===== src/rtl/sd_pkg.sv =====
package sd_pkg;
   typedef enum logic [1:0] {
      PH_IDLE = 2'd0,
      PH_ONE  = 2'd1,
      PH_11   = 2'd2,
      PH_110  = 2'd3
   } phase_t;
   localparam int NUM_PHASES = 4;
   localparam int PHASE_W    = $clog2(NUM_PHASES);
endpackage


===== src/rtl/sd_step.sv =====
module sd_step
   import sd_pkg::*;
(
   input  phase_t cur,
   input  logic   bit_in,
   input  logic   bit_valid,
   output phase_t nxt,
   output logic   match
);
   always_comb begin
      nxt   = cur;
      match = 1'b0;
      if (bit_valid) begin
         unique case (cur)
            PH_IDLE: nxt = bit_in ? PH_ONE : PH_IDLE;
            PH_ONE:  nxt = bit_in ? PH_11  : PH_IDLE;
            PH_11:   nxt = bit_in ? PH_11  : PH_110;
            PH_110: begin
               nxt   = PH_IDLE;
               match = bit_in;
            end
            default: nxt = PH_IDLE;
         endcase
      end
   end
endmodule


===== src/rtl/sd_phase_reg.sv =====
module sd_phase_reg
   import sd_pkg::*;
#(
   parameter int ONE_HOT = 0
) (
   input  logic   clk,
   input  logic   rst,
   input  phase_t nxt,
   output phase_t cur
);
   generate
      if (ONE_HOT != 0 && ONE_HOT != 1) begin : g_bad_cfg
         $error("sd_phase_reg: ONE_HOT must be 0 or 1");
      end

      if (ONE_HOT == 1) begin : g_onehot
         logic [NUM_PHASES-1:0] hot_q;
         always_ff @(posedge clk) begin
            if (rst) hot_q <= NUM_PHASES'(1);
            else     hot_q <= NUM_PHASES'(1) << nxt;
         end
         always_comb begin
            cur = PH_IDLE;
            for (int i = 0; i < NUM_PHASES; i++)
               if (hot_q[i]) cur = phase_t'(PHASE_W'(i));
         end
         a_r1_onehot_legal: assert property (@(posedge clk) disable iff (rst)
            $countones(hot_q) == 1);
      end else begin : g_binary
         phase_t code_q;
         always_ff @(posedge clk) begin
            if (rst) code_q <= PH_IDLE;
            else     code_q <= nxt;
         end
         assign cur = code_q;
      end
   endgenerate
endmodule


===== src/rtl/seqdet_1101_mealy.sv =====
module seqdet_1101_mealy
   import sd_pkg::*;
#(
   parameter int ONE_HOT = 0
) (
   input  logic clk,
   input  logic rst,
   input  logic bit_in,
   input  logic bit_valid,
   output logic hit
);
   phase_t cur;
   phase_t nxt;

   sd_step u_step (
      .cur       (cur),
      .bit_in    (bit_in),
      .bit_valid (bit_valid),
      .nxt       (nxt),
      .match     (hit)
   );

   sd_phase_reg #(.ONE_HOT(ONE_HOT)) u_reg (
      .clk (clk),
      .rst (rst),
      .nxt (nxt),
      .cur (cur)
   );

   a_r1_reset_idle: assert property (@(posedge clk)
      rst |=> cur == PH_IDLE);
   a_r4_restart_after_hit: assert property (@(posedge clk) disable iff (rst)
      hit |=> cur == PH_IDLE);
   a_r2_hit_needs_one: assert property (@(posedge clk) disable iff (rst)
      hit |-> (bit_in && bit_valid && cur == PH_110));
   a_r5_ones_keep_prefix: assert property (@(posedge clk) disable iff (rst)
      (bit_valid && bit_in && cur == PH_11) |=> cur == PH_11);
   a_r6_hold_when_idle: assert property (@(posedge clk) disable iff (rst)
      !bit_valid |=> $stable(cur));
   a_r6_quiet_when_idle: assert property (@(posedge clk) disable iff (rst)
      !bit_valid |-> !hit);
   a_r3_zero_after_110: assert property (@(posedge clk) disable iff (rst)
      (bit_valid && !bit_in && cur == PH_110) |-> (!hit ##1 cur == PH_IDLE));
endmodule


===== config.mk =====
export PLATFORM = sky130hd
export DESIGN_NAME = seqdet_1101_mealy
export DESIGN_NICKNAME = d
export VERILOG_FILES = /design/src/rtl/sd_pkg.sv /design/src/rtl/sd_step.sv /design/src/rtl/sd_phase_reg.sv /design/src/rtl/seqdet_1101_mealy.sv
export SDC_FILE = /design/constraint.sdc
export NUM_CORES = 1
export LEC_CHECK = 0
export ABC_AREA = 1
export CAP_MARGIN = 20
export CORE_AREA = 10 10 47 49
export DETAILED_ROUTE_END_ITERATION = 16
export DIE_AREA = 0 0 57 59
export SYNTH_ARGS = -nofsm -noshare
export SYNTH_HDL_FRONTEND = slang
export SYNTH_SLANG_ARGS = --single-unit

===== constraint.sdc =====
create_clock -name clk -period 1.8 [get_ports clk]
set_input_delay 0.18 -clock clk [delete_from_list [all_inputs] [get_ports clk]]
set_output_delay 0.18 -clock clk [all_outputs]
set_load 0.005 [all_outputs]

# Yosys cells after proc, flatten, opt, wreduce, memory -nomap -nowiden
# Cells that the tools add are included.
[op_classes] multipliers=0 n_bitwise=0 n_addsub=0 shift=0 mux=6 reduce_logical=1 order_cmp=0 n_eq_ne=3 div_mod_pow=0
[op_table] cell="$pmux 2 s4" count=1
[op_table] cell="$eq 2x2->1 const B" count=2
[op_table] cell="$mux 1" count=4
[op_table] cell="$eq 2x1->1 const B" count=1
[op_table] cell="$logic_not 2->1" count=1
[op_table] cell="$mux 2" count=1
[totals] in_bits=4 regBits=2 out_inout_bits=1 elab_cells=11 ramBits=0 mem_count=0 rom_bits=0 latch_bits=0

# Longest topological paths before layout
# Gate-level depths: netlist of the first run.
[logic_depth] word_depth=3 depth_mapped=4 depth_no_buf=4

# Modules after synthesis
# A second synthesis of the first run with hierarchy kept.
[unflattened] cells_unflattened=20 hier_area_um2=111.4
[by_module_without_submodules] module="sd_step" n_inst=1 area_each_um2=56.3 seq_area_each_um2=0.0 cells_each=14
[by_module_without_submodules] module="sd_phase_reg" n_inst=1 area_each_um2=55.1 seq_area_each_um2=40.0 cells_each=6

# Worst setup path before layout of the first run
# Ideal clock, no wire load.
[synth_path] kind="flip-flop to output port" start="reg u_reg.g_binary.code_q[0] (netlist: u_reg.cur[0])" end="out hit" stages_incl_launch_ff=3 required_time_ns=1.620 path_buffers=0 arrival_ns=0.518 slack_ns=1.102 cell_sequence="dfxtp_1 -> nand2_1 -> nor2_1"
[synth_via] elab_chain_cells=3
[synth_rtl] element="start, declared" line_no="sd_phase_reg.sv:30" rtl="phase_t code_q;"
[synth_rtl] element="start signal, assigned" line_no="sd_phase_reg.sv:33" rtl="else code_q <= nxt;"
[synth_rtl] element="$eq 2x2->1" line_no="sd_step.sv:14" rtl="unique case (cur)"
[synth_rtl] element="$mux 1" line_no="sd_step.sv:14"
[synth_rtl] element="$mux 1" line_no="sd_step.sv:13" rtl="if (bit_valid) begin"
[synth_rtl] element="end, declared" line_no="seqdet_1101_mealy.sv:10" rtl="output logic hit"
# No other way between the ends.

# Worst setup path after layout of the first run
[layout_path] start="in bit_valid" end="out hit"
[layout_via] elab_chain_cells=1
[layout_rtl] element="start, declared" line_no="seqdet_1101_mealy.sv:9" rtl="input logic bit_valid,"
[layout_rtl] element="$mux 1" line_no="sd_step.sv:13"
# No other way between the ends.

==> results of run 1 <==
Yosys cell counts:
master / number
sky130_fd_sc_hd__inv_1: 4
sky130_fd_sc_hd__a21oi_1: 2
sky130_fd_sc_hd__nand2_2: 1
sky130_fd_sc_hd__nand3_2: 1
sky130_fd_sc_hd__nor3_1: 1
sky130_fd_sc_hd__nand2_1: 3
sky130_fd_sc_hd__dfxtp_1: 2
sky130_fd_sc_hd__nor2_1: 1
sky130_fd_sc_hd__a21oi_2: 1
power breakdown:
part	internal [mW]	switching [mW]	leakage, nW
registers	0.0480	0.00215	0.0164
clock network	0.0735	0.0249	0.0138
logic	0.0111	0.00967	0.0472
per-stage QoR:
stage                     cells  area, um2
after floorplan              16        110
after global placement       36        170
after detailed placement     36        170
after CTS                    39        193
after global routing         39        193
final                        39        193
layout make-up:
class,count,area share
clock buffer,3,0.117
multi-input combinational,10,0.286
timing repair buffer,4,0.208
sequential,2,0.208
inverter,4,0.0779
tap,16,0.104
how the worst max path moves through the flow:
stage | startpoint | end | slack [ns] | cells past startpoint
after floorplan | u_reg.cur[0]$_SDFFE_PP0P_ | hit | 1.10 | 2
after global placement | bit_valid | hit | 0.20 | 4
after detailed placement | bit_valid | hit | 0.21 | 4
after CTS | bit_valid | hit | 0.20 | 4
after global routing | bit_valid | hit | 0.12 | 4
final | bit_valid | hit | 0.21 | 4
per-layer routing:
metal  global-route usage  vias to the layer above
met5                    0                        -
met4               0.0403                        0
met3               0.0365                        0
met2               0.0186                        5
met1               0.0130                       45
li1                     -                       64
kinds of logic (layout without fill, tap and decap cells):
| logic type | count (synthesis) | after routing | share of synthesized area |
|---|---|---|---|
| compound gates | 3 | 3 | 0.170 |
| flops | 2 | 2 | 0.364 |
| simple gates | 7 | 7 | 0.330 |
| buf+inv | 4 | 11 | 0.136 |
worst max-delay path, delay by kind of cell:
family / cells / cell delay, ns
buf+inv: 2 / 1.02
simple gates: 2 / 0.21
==> results.ini, run 1 <==
[outcome]
status = complete, no violations

[clock_network]
clkLatencyLatePin_ns = 0.22
tritoncts = done
cts_made_buffers = 3
cts.path.max_buffers = 2
clkSlewWorstSetupHoldPaths_ns = 0.03
htreeDepth = 1
postCtsSetupBuffers = 0
clock-root-buffer = sky130_fd_sc_hd__clkbuf_4
post_cts_resize_count = 0
hold_buffers = 0
clock_sinks = 2

[yosys]
cell_area_after_synthesis_um2 = 110
synth.yosys.seq_area_share = 0.364
syn-num-nets = 20
postSynthCellCount = 16
synthDominantCellAreaShare = 0.364
yosys-top-cells-area = sky130_fd_sc_hd__dfxtp_1, sky130_fd_sc_hd__inv_1, sky130_fd_sc_hd__nand2_1, sky130_fd_sc_hd__a21oi_1, sky130_fd_sc_hd__nand3_2
synthesis.yosys.warnings = 0
synth.ff_latch_count = 2
ys_types = 9
synth_area_per_cell_um2 = 6.88
yosysTopAreaCell = sky130_fd_sc_hd__dfxtp_1

[floorplanning]
dieHeight_um = 59
rows = 14
die_width_um = 57
floorplan.initialDensity = 0.0786
die_area_um2 = 3360
core_area_um2 = 1400
io_pins = 5

[critical_path]
worstSetupEndpointType = output pin
setup.worst_path.class = in -> out
ff2ff_path_depth = 3
timing.critical_path.cells = clkdlybuf4s50_1 -> nand2_1 -> nor2_1 -> clkdlybuf4s50_1
critical_path.max_fanout = 3
cp_slowest_stage_delay_ns = 0.52
cp_data_arrival_time_ns = 1.41
timing.reg2reg.setup_slack_ns = 1.07
timing.critical_path.mode_cell = sky130_fd_sc_hd__clkdlybuf4s50_1
worst_ep_required_time_ns = 1.62
crit-reg2reg-launch = u_reg.cur[0]$_SDFFE_PP0P_
critical-path-slowest-cell = sky130_fd_sc_hd__clkdlybuf4s50_1
critPathLaunchType = primary input

[placed_design]
io_buffers = 4
dp_hpwl_um = 204
finalWeightedCongestion = 0.765
placement.setup.worst_slack_ns = 0.209

[final_layout]
sequential_cell_area_um2 = 40.0
layout-drive-gt1-share = 0.261
layout-area-overhead-vs-synth_pct = 75.0
antennaDiodeCount = 0
nNetsFinal = 29
most-common-layout-cells = sky130_fd_sc_hd__inv_1, sky130_fd_sc_hd__clkdlybuf4s50_1, sky130_fd_sc_hd__nand2_1, sky130_fd_sc_hd__clkbuf_4
final_util = 0.138
multi_input_comb_area_um2 = 55.1
filler_cell_count = 164

[sta]
grt_setup_unrepaired = false
total_neg_setup_slack_ns = 0
worst_slew_margin_rel = 0.901
setup_viol = 0
timing_hold_violations_final = 0
finalWorstPathRequiredPeriod_ns = 1.59
timing.clock.skew_ns = 0.00144
timing.final.max_slew_violations = 0
maximum_clock_rate_ghz = 0.628
worst_slack_ns = 0.208
finalCritPeriodShare = 0.885
fin_worst_hold_slack_ns = 0.469
timing_worst_slew_pin_value_ns = 0.148

[detailed_routing]
wire_per_inst_um = 7.31
ant_nets = 0
route.detailed.vias_per_inst = 2.92
met3WireLength_um = 55
m1WireLength_um = 123
vias = 114
wl_met2_um = 106
detailedRoute.firstPassIterationCount = 2
drt_drc_violations_left = 0
postRouteWirelength_um = 285
highest-signal-layer = met3
drt-initial-drc-count = 1

[global_routing]
globalRouteOverflowTotal = 0
grt_max_degree = 4
via_count_of_the_first_global_routing_pass = 126
global_route.usage.total = 0.0225
grt_antenna_before_repair = 0
grt_first_pass_wirelength_um = 441

[worst_hold_path]
hold_class = reg -> reg
whs_endpoint = u_reg.cur[0]$_SDFFE_PP0P_
hold-path-cell-count = 2
timing.hold.worst.start = u_reg.cur[0]$_SDFFE_PP0P_

[pwr]
worst_ir_drop_vdd_mv = 0.0913
fin_total_pwr_mw = 0.169
total_leakage_power_nw = 0.0775
pwr_density_cell_nw_per_um2 = 879

[run]
max-cap-violations = 0

(Power assumes the default switching activity.)
==> run 2, diff against run 1 <==
==> constraint.sdc (replaced) <==
create_clock -name clk -period 2 [get_ports clk]
set_input_delay 0.2 -clock clk [delete_from_list [all_inputs] [get_ports clk]]
set_output_delay 0.2 -clock clk [all_outputs]
set_load 0.005 [all_outputs]
==> run 2 against run 1 <==
Compared with the run above: wire length up 5.6%; highest routed layer unchanged; clock skew about the same; sequential power down 9.8%; die area unchanged; via count unchanged; global-route usage up 0.13 points; cell count unchanged; design area unchanged; largest power group unchanged.
==> results.ini, run 2 (synthesis gave the netlist of run 1 again) <==
[sta]
timing_worst_slew_pin_value_ns = 0.149  ; +0.00121 ns
grt_setup_unrepaired = false
timing.final.max_slew_violations = 0  ; unchanged
setup_viol = 0  ; unchanged
worst_slew_margin_rel = 0.900  ; about the same
fin_worst_hold_slack_ns = 0.468  ; -0.000508 ns
maximum_clock_rate_ghz = 0.609
finalWorstPathRequiredPeriod_ns = 1.64
timing_hold_violations_final = 0  ; unchanged
timing.clock.skew_ns = 0.00145  ; +0.00000405 ns
total_neg_setup_slack_ns = 0  ; unchanged
finalCritPeriodShare = 0.821

[placed_design]
finalWeightedCongestion = 0.760  ; -0.65%
io_buffers = 4  ; unchanged
placedInstanceArea_um2 = 170  ; unchanged

[global_routing]
grt_antenna_before_repair = 0  ; unchanged
via_count_of_the_first_global_routing_pass = 132  ; +4.8%
grt_max_degree = 4  ; unchanged
grt_first_pass_wirelength_um = 476  ; +7.9%
global_route.usage.total = 0.0237  ; +0.00130
globalRouteOverflowTotal = 0  ; unchanged

[floorplanning]
core_area_um2 = 1400  ; unchanged
rows = 14  ; unchanged
floorplan.initialDensity = 0.0786  ; unchanged
io_pins = 5  ; unchanged
die_area_um2 = 3360  ; unchanged
dieHeight_um = 59  ; unchanged
die_width_um = 57  ; unchanged

[pwr]
cell_internal_pwr_mw = 0.119  ; -9.9%
fin_total_pwr_mw = 0.153  ; -9.3%
power_frac_clock = 0.584  ; +0.003
pwr_density_cell_nw_per_um2 = 797  ; -9.3%
combinationalPowerShare = 0.121  ; -0.002
power.switching_fraction = 0.222  ; +0.00528
worst_ir_drop_vdd_mv = 0.0862  ; -5.6%
p_switching_mw = 0.0341  ; -7.1%
seqPwrFrac = 0.294  ; -0.002
total_leakage_power_nw = 0.0775  ; unchanged

[final_layout]
final_util = 0.138  ; unchanged
layout-drive-gt1-share = 0.261  ; unchanged
finalInstanceArea_um2 = 193  ; unchanged
antennaDiodeCount = 0  ; unchanged
nNetsFinal = 29  ; unchanged
most-common-layout-cells = sky130_fd_sc_hd__inv_1, sky130_fd_sc_hd__clkdlybuf4s50_1, sky130_fd_sc_hd__nand2_1, sky130_fd_sc_hd__clkbuf_4
layout-area-overhead-vs-synth_pct = 75.0  ; unchanged
filler_cell_count = 167  ; +1.8%

[critical_path]
cp_data_arrival_time_ns = 1.44  ; +0.03 ns
critical-path-slowest-cell = sky130_fd_sc_hd__clkdlybuf4s50_1
critPathLaunchType = primary input
cp_slowest_stage_delay_ns = 0.52  ; about the same
setup.worst_path.class = in -> out
timing.critical_path.mode_cell = sky130_fd_sc_hd__clkdlybuf4s50_1
timing.critical_path.cells = clkdlybuf4s50_1 -> nand2_1 -> nor2_1 -> clkdlybuf4s50_1
critical_path.max_fanout = 3  ; unchanged
worst_ep_required_time_ns = 1.80  ; +0.18 ns
worstSetupEndpointType = output pin

[detailed_routing]
drt_drc_violations_left = 0  ; unchanged
route.detailed.vias_per_inst = 2.92  ; unchanged
vias = 114  ; unchanged
drt-initial-drc-count = 0  ; -1
ant_nets = 0  ; unchanged
detailedRoute.firstPassIterationCount = 1  ; -1
postRouteWirelength_um = 301  ; +5.6%
wire_per_inst_um = 7.72  ; +5.6%

[clock_network]
post_cts_resize_count = 0  ; unchanged
cts.path.max_buffers = 2  ; unchanged
tritoncts = done
hold_buffers = 0  ; unchanged
clock-root-buffer = sky130_fd_sc_hd__clkbuf_4
clkLatencyLatePin_ns = 0.22  ; about the same
clkSlewWorstSetupHoldPaths_ns = 0.03  ; about the same
htreeDepth = 1  ; unchanged
cts_made_buffers = 3  ; unchanged
postCtsSetupBuffers = 0  ; unchanged
clock_sinks = 2  ; unchanged

[worst_hold_path]
hold_class = reg -> reg

[outcome]
status = complete, no violations

[run]
max-cap-violations = 0  ; unchanged

-- run 2: per-stage QoR --
stage	worst slack (ns)	instances
floorplan	1.28	16
global placement	0.363	36
detailed placement	0.357	36
CTS	0.348	39
global route	0.271	39
finish	0.358	39
-- run 2: cell type report --
type	instances	area, um2	area share
Sequential cell	2	40.0	0.208
Tap cell	16	20.0	0.104
Clock buffer	3	22.5	0.117
Multi-Input combinational cell	10	55.1	0.286
Timing Repair Buffer	4	40.0	0.208
Inverter	4	15.0	0.0779
-- run 2: worst max-delay path, delay by kind of cell --
kind,cells,cell delay (ns)
buffers and inverters,2,1.02
and+or+nand+nor,2,0.22
-- run 2: power groups by stage --
| stage | Sequential (mW) | Combinational (mW) | Clock [mW] |
|---|---|---|---|
| final | 0.0452 | 0.0186 | 0.0897 |
| after global routing | 0.0453 | 0.0207 | 0.101 |
| after CTS | 0.0452 | 0.0189 | 0.0967 |
| after detailed placement | 0.0457 | 0.0187 | 0 |
| after global placement | 0.0455 | 0.0184 | 0 |
| after floorplan | 0.0452 | 0.0101 | 0 |
-- run 2: final timing paths --
kind	from	end	slack [ns]	cells after the start
hold reg to reg	u_reg.cur[0]$_SDFFE_PP0P_	u_reg.cur[0]$_SDFFE_PP0P_	0.47	2
hold / removal	u_reg.cur[0]$_SDFFE_PP0P_	u_reg.cur[0]$_SDFFE_PP0P_	0.47	2
setup reg to reg	u_reg.cur[0]$_SDFFE_PP0P_	flip-flop	1.26	3
setup / recovery	bit_valid	hit	0.36	4
-- run 2: layer usage --
layer	up-vias	track usage	share of wire
met5	-	0	0
met4	0	0.0403	0
met3	0	0.0365	0.20
met2	5	0.0233	0.39
met1	45	0.0130	0.41
li1	64	-	-
==> run 3, diff against run 2 <==
==> constraint.sdc (replaced) <==
create_clock -name clk -period 1.6 [get_ports clk]
set_input_delay 0.16 -clock clk [delete_from_list [all_inputs] [get_ports clk]]
set_output_delay 0.16 -clock clk [all_outputs]
set_load 0.005 [all_outputs]
==> run 3 against run 2 <==
Compared with the run above: count of clock-buffer cells in the layout unchanged; die area is the same; sequential cell count is the same; register-to-register slack worse by 0.49 ns; clock power up 22%; global-route usage up 0.13 points; cell count is 5.1% higher; first-iteration DRC count up 1; critical endpoint unchanged; highest routed layer unchanged.
==> results.ini, run 3 (synthesis gave the netlist of run 1 again) <==
[detailed_routing]
drt_drc_violations_left = 0  ; unchanged
wire_per_inst_um = 8.02  ; +4.0%
route.detailed.vias_per_inst = 3.15  ; +7.6%
detailedRoute.firstPassIterationCount = 3  ; +2
drt-initial-drc-count = 1  ; +1
vias = 129  ; +13%
postRouteWirelength_um = 329  ; +9.3%
ant_nets = 0  ; unchanged

[pwr]
pwr_density_cell_nw_per_um2 = 920  ; +15%
total_leakage_power_nw = 0.105  ; +36%
worst_ir_drop_vdd_mv = 0.128  ; +48%
fin_total_pwr_mw = 0.193  ; +26%

[critical_path]
critPathLaunchType = primary input
setup.worst_path.class = in -> out
timing.reg2reg.setup_slack_ns = 0.77  ; -0.49 ns
timing.critical_path.cells = clkdlybuf4s50_1 -> nand2_1 -> nor2_1 -> dlymetal6s2s_1
critPathTopFamily = buffers and inverters
critical_path.max_fanout = 3  ; unchanged
worstSetupEndpointType = output pin
worst-path-buf-inv = 2  ; unchanged
critical-path-slowest-cell = sky130_fd_sc_hd__clkdlybuf4s50_1
cp_slowest_stage_delay_ns = 0.50  ; -0.02 ns
cp_data_arrival_time_ns = 0.96  ; -0.48 ns
worst_ep_required_time_ns = 1.44  ; -0.36 ns

[placed_design]
dp_hpwl_um = 254
io_buffers = 4  ; unchanged
finalWeightedCongestion = 0.766  ; +0.87%

[outcome]
status = complete, no violations

[floorplanning]
die_width_um = 57  ; unchanged
floorplan.initialDensity = 0.0786  ; unchanged
rows = 14  ; unchanged
core_area_um2 = 1400  ; unchanged
io_pins = 5  ; unchanged
die_area_um2 = 3360  ; unchanged
dieHeight_um = 59  ; unchanged

[final_layout]
layout-drive-gt1-share = 0.320  ; +0.0591
most-common-layout-cells = sky130_fd_sc_hd__inv_1, sky130_fd_sc_hd__nand2_1, sky130_fd_sc_hd__clkbuf_4, sky130_fd_sc_hd__clkdlybuf4s50_1
antennaDiodeCount = 0  ; unchanged
layout_commonest_cell = sky130_fd_sc_hd__inv_1
nNetsFinal = 31  ; +6.9%
layout-area-overhead-vs-synth_pct = 90.9

[clock_network]
tritoncts = done
cts.path.max_buffers = 2  ; unchanged
cts_made_buffers = 3  ; unchanged
htreeDepth = 1  ; unchanged
hold_buffers = 0  ; unchanged
clock_sinks = 2  ; unchanged
clkSlewWorstSetupHoldPaths_ns = 0.03  ; about the same
clkLatencyLatePin_ns = 0.22  ; about the same
clock-root-buffer = sky130_fd_sc_hd__clkbuf_4

[sta]
maximum_clock_rate_ghz = 0.890
grt_setup_unrepaired = false
setup_viol = 0  ; unchanged
timing.clock.skew_ns = 0.000470  ; -0.000977 ns
total_neg_setup_slack_ns = 0  ; unchanged
timing.final.max_slew_violations = 0  ; unchanged
timing_worst_slew_pin_value_ns = 0.141  ; -0.00829 ns
worst_slew_margin_rel = 0.905  ; +0.00557
finalWorstPathRequiredPeriod_ns = 1.12
finalCritPeriodShare = 0.702
timing_hold_violations_final = 0  ; unchanged

[worst_hold_path]
hold_class = reg -> reg

[global_routing]
global_route.usage.total = 0.0250  ; +0.00130
grt_first_pass_wirelength_um = 558  ; +17%
grt_max_degree = 4  ; unchanged
grt_antenna_before_repair = 0  ; unchanged
via_count_of_the_first_global_routing_pass = 154  ; +17%
globalRouteOverflowTotal = 0  ; unchanged

[run]
max-cap-violations = 0  ; unchanged

-- run 3: changes by cell type in the layout (fill, tap and decap cells not counted), sizes merged --
cell and delta:
dlymetal6s2s +1, clkdlybuf4s50 -1, buf +2
-- run 3: power breakdown --
part	internal, mW	total, mW	switching [mW]
registers	0.0540	0.0566	0.00264
clock network	0.0826	0.109	0.0267
logic	0.0154	0.0274	0.0120
total	0.152	0.193	0.0413
-- run 3: what timing repair did --
action | 4_1_cts | 5_1_grt
resized for setup | 0 | 1
endpoints found under the hold margin | 0 | 0
buffers inserted | 0 | 0
endpoints found under the setup margin | 0 | 1
-- run 3: area by class of cell --
type,count,area (um2)
clock buffer,3,22.5
fill,168,1190
inverter,4,15.0
multi-input combinational,10,55.1
sequential,2,40.0
tap,16,20.0
timing repair buffer,6,57.6
-- run 3: through the flow --
step | cells | util | setup slack [ns] | hold slack (ns) | cell area, um2
after floorplan | 16 | - | 0.922 | 0.239 | 110
after global placement | 38 | 0.132 | 0.0893 | 0.468 | 185
after detailed placement | 38 | 0.132 | 0.0881 | 0.473 | 185
after CTS | 41 | 0.148 | 0.0834 | 0.478 | 208
after global routing | 41 | 0.150 | 0.380 | 0.525 | 210
final | 41 | 0.150 | 0.477 | 0.480 | 210
-- run 3: tightest hold or removal path, delay by kind of cell (launching register included) --
kind	cells	cell delay [ns]
compound gates	1	0.05
buf+inv	1	0.07
flops	1	0.31
-- run 3: path summary, 6_finish.rpt --
path / from / endpoint / depth (start not counted)
worst max-delay path: bit_in / hit / 4
worst min-delay path: u_reg.cur[0]$_SDFFE_PP0P_ / u_reg.cur[0]$_SDFFE_PP0P_ / 2
worst max register to register: u_reg.cur[0]$_SDFFE_PP0P_ / flip-flop / 4
worst min register to register: u_reg.cur[0]$_SDFFE_PP0P_ / u_reg.cur[0]$_SDFFE_PP0P_ / 2
-- run 3: metal layers --
metal | GRT usage | vias to the layer above | routed length [um]
met5 | 0 | - | 0
met1 | 0.0190 | 56 | 130
met3 | 0.0300 | 0 | 54
li1 | - | 68 | -
met4 | 0.0302 | 0 | 0
met2 | 0.0295 | 5 | 143
